`config.mk`:
```
export PLATFORM = sky130hd
export DESIGN_NAME = alu4_slice
export DESIGN_NICKNAME = d
export VERILOG_FILES = /design/src/rtl/alu4_slice.sv
export SDC_FILE = /design/constraint.sdc
export NUM_CORES = 1
export LEC_CHECK = 0
export ABC_AREA = 1
export BUFFER_PORTS_ARGS = -buffer_cell sky130_fd_sc_hd__buf_2
export CORE_AREA = 2 2 39 41
export DETAILED_ROUTE_END_ITERATION = 10
export DIE_AREA = 0 0 41 43
export PLACE_DENSITY = 0.55
export SLEW_MARGIN = 25
export SYNTH_ARGS = -nofsm -noshare
export SYNTH_HDL_FRONTEND = slang
export SYNTH_SLANG_ARGS = --single-unit
```
`constraint.sdc`:
```
create_clock -name vclk -period 1.13
set_clock_uncertainty 0.2 [all_clocks]
set_input_delay 0.0565 -clock vclk [all_inputs]
set_output_delay 0.0565 -clock vclk [all_outputs]
set_load 0.1 [all_outputs]
```
`src/rtl/alu4_slice.sv`:
```
module alu4_slice #(
  parameter int W = 4
) (
  input  logic [W-1:0] a,
  input  logic [W-1:0] b,
  input  logic [3:0]   sel,
  input  logic         mode,
  input  logic         cin_n,
  output logic [W-1:0] f,
  output logic         cout_n,
  output logic         prop_n,
  output logic         gen_n,
  output logic         eq
);

  logic [W-1:0] px, gx, half;
  logic [W:0]   cy;
  logic         grp_g;

  assign px   = a | (b & {W{sel[0]}}) | (~b & {W{sel[1]}});
  assign gx   = (a & ~b & {W{sel[2]}}) | (a & b & {W{sel[3]}});
  assign half = px ^ gx;

  always_comb begin
    cy[0] = ~cin_n;
    for (int i = 0; i < W; i++)
      cy[i+1] = gx[i] | (px[i] & cy[i]);
  end

  always_comb begin
    grp_g = 1'b0;
    for (int i = 0; i < W; i++)
      grp_g = gx[i] | (px[i] & grp_g);
  end

  assign f      = mode ? ~half : (half ^ cy[W-1:0]);
  assign cout_n = ~cy[W];
  assign prop_n = ~(&px);
  assign gen_n  = ~grp_g;
  assign eq     = &f;

endmodule

```
==> metrics.cfg <==
[routing]
drtIter0Drc=4
antenna_left=0
wl_per_cell_um=10.2
vias=585
finalWirelength_mm=1.32
drt_pass1_iterations=3
via_per_inst=4.50
drc_errors=0

[place]
place_area_um2=785
io_buffers=22
post-place-ws_ps=-449
hpwl_um=897
place.gp.congestion=0.737

[pwr]
leakage_nw=0.503
ir_drop_mv=0.482
power_density_mw_per_mm2=859
power_mw=0.876

[cells_and_area]
multi_input_area_um2=497
fillers=105
n_sequential_cell=0
regArea_um2=0
clkbuf_count=0
final_cell_mix=buf_4 (14), nand2_2 (10), nand2_4 (9), buf_12 (9), buf_2 (8)
stdcell_area_mm2=0.00102
layout-drive-gt1-share=0.772
layout_commonest_cell=buf_4
antenna-diode-count=0
syn_to_final_growth_pct=162
final_core_util=0.737
nNetsFinal=130

[sta]
setup_violations=8
slew-limit-headroom=0.782
clock.fmax_mhz=664
worstMarginPinSlew_ps=324
hold_violations=0
min_period_ps=1510
period_share=1.33
timing.final.ws_setup_ps=-377
slew_violations=0
rsz0062_at_grt=yes

[synth]
seq_area_frac_synth=0
synthesis.nets=90
synth.cell_area_um2=389
synthDistinctLibCells=18
synth_warnings=0
synth_cells=76
postSynthAreaPerCell_um2=5.12

[grt]
grt_max_degree=5
grt_util_all_layers=0.146
antenna_found_initial=0
grt_pass1_wl_mm=1.95
grt_overflow=0
first_global_vias=533

[floorplan]
boundaryPins=22
rows=14
dieArea_mm2=0.00176
die_w_um=41
core_area_mm2=0.00138
die_h_um=43
initial_core_util=0.281

[hold_path]
hold_depth=6
hold_start=b[1]
min_path_type=input port to primary output
holdPathEnd=gen_n

[status]
status=finished, violations left
violations=setup timing

[clock_network]
ctsHoldBuffers=0

[critical_path]
worst_ep_arrival_time_ps=1250
cp-end-kind=primary output
critPathLaunchType=input port
worstPathMaxFanout=4
required_ps=870
crit_type=input port to primary output

[job]
cap_violations=0

==> cell families after synthesis <==
kind of cell              count (synthesis)  synth area share
buffers and inverters                    19             0.183
and+or+nand+nor                          47             0.608
xor gates and xnor gates                  1            0.0225
AOI/OAI and AO/OA                         9             0.186
==> critical path: stages <==
cell and delay (ps):
buf_12 110, buf_4 110, nand2_2 60, nand2_4 90
nand2_4 60, o21bai_1 120, nand2_1 110, nor2_2 140
nand3_2 100, nor2_4 110, buf_12 180
==> final cells by class <==
type                       count  area share
multi-input combinational     57       0.487
inverter                      19      0.0933
timing repair buffer          38       0.400
tap                           16      0.0196
==> stage by stage <==
| step | hold slack, ps | TNS, ps | cells |
|---|---|---|---|
| global route | 507 | -2540 | 130 |
| finish | 469 | -2050 | 130 |
| detailed placement | 464 | -2560 | 122 |
| floorplan | 220 | -1770 | 76 |
| global placement | 467 | -2460 | 122 |
| CTS | 477 | -1550 | 125 |
==> power by group <==
group	switching (mW)	internal, mW
Clock	0	0
Combinational	0.529	0.347
Sequential	0	0
Total	0.529	0.347
==> per-layer routing <==
metal / vias to the layer above / share of wire / GRT usage
li1: 308 / - / -
met1: 267 / 0.39 / 0.184
met2: 10 / 0.58 / 0.272
met3: 0 / 0.030 / 0.00524
met4: 0 / 0 / 0
met5: - / 0 / 0
==> cells in the mapped netlist, drive strengths merged <==
cell type,n,area (um^2)
xor2,1,8.76
nand3,6,45.0
o21bai,2,18.8
a21boi,1,7.51
nor2,11,46.3
a21oi,2,10.0
inv,19,71.3
o211ai,1,21.3
o21ai,3,15.0
nand4,3,18.8
nand2,27,126
==> worst max path at each step <==
stage                     startpoint  to  slack [ps]
after floorplan                 b[0]  eq        -330
after global placement          b[0]  eq        -430
after detailed placement        b[0]  eq        -450
after CTS                     sel[2]  eq        -330
after global routing            b[0]  eq        -460
final                           b[0]  eq        -380
==> repair_timing <==
item | 4_1_cts | 5_1_grt
endpoints found under the hold margin | 0 | 0
resized for setup | 23 | 30
buffers inserted | 4 | 5
pin swaps | 10 | 15
endpoints found under the setup margin | 8 | 8
(Power assumes the default switching activity.)
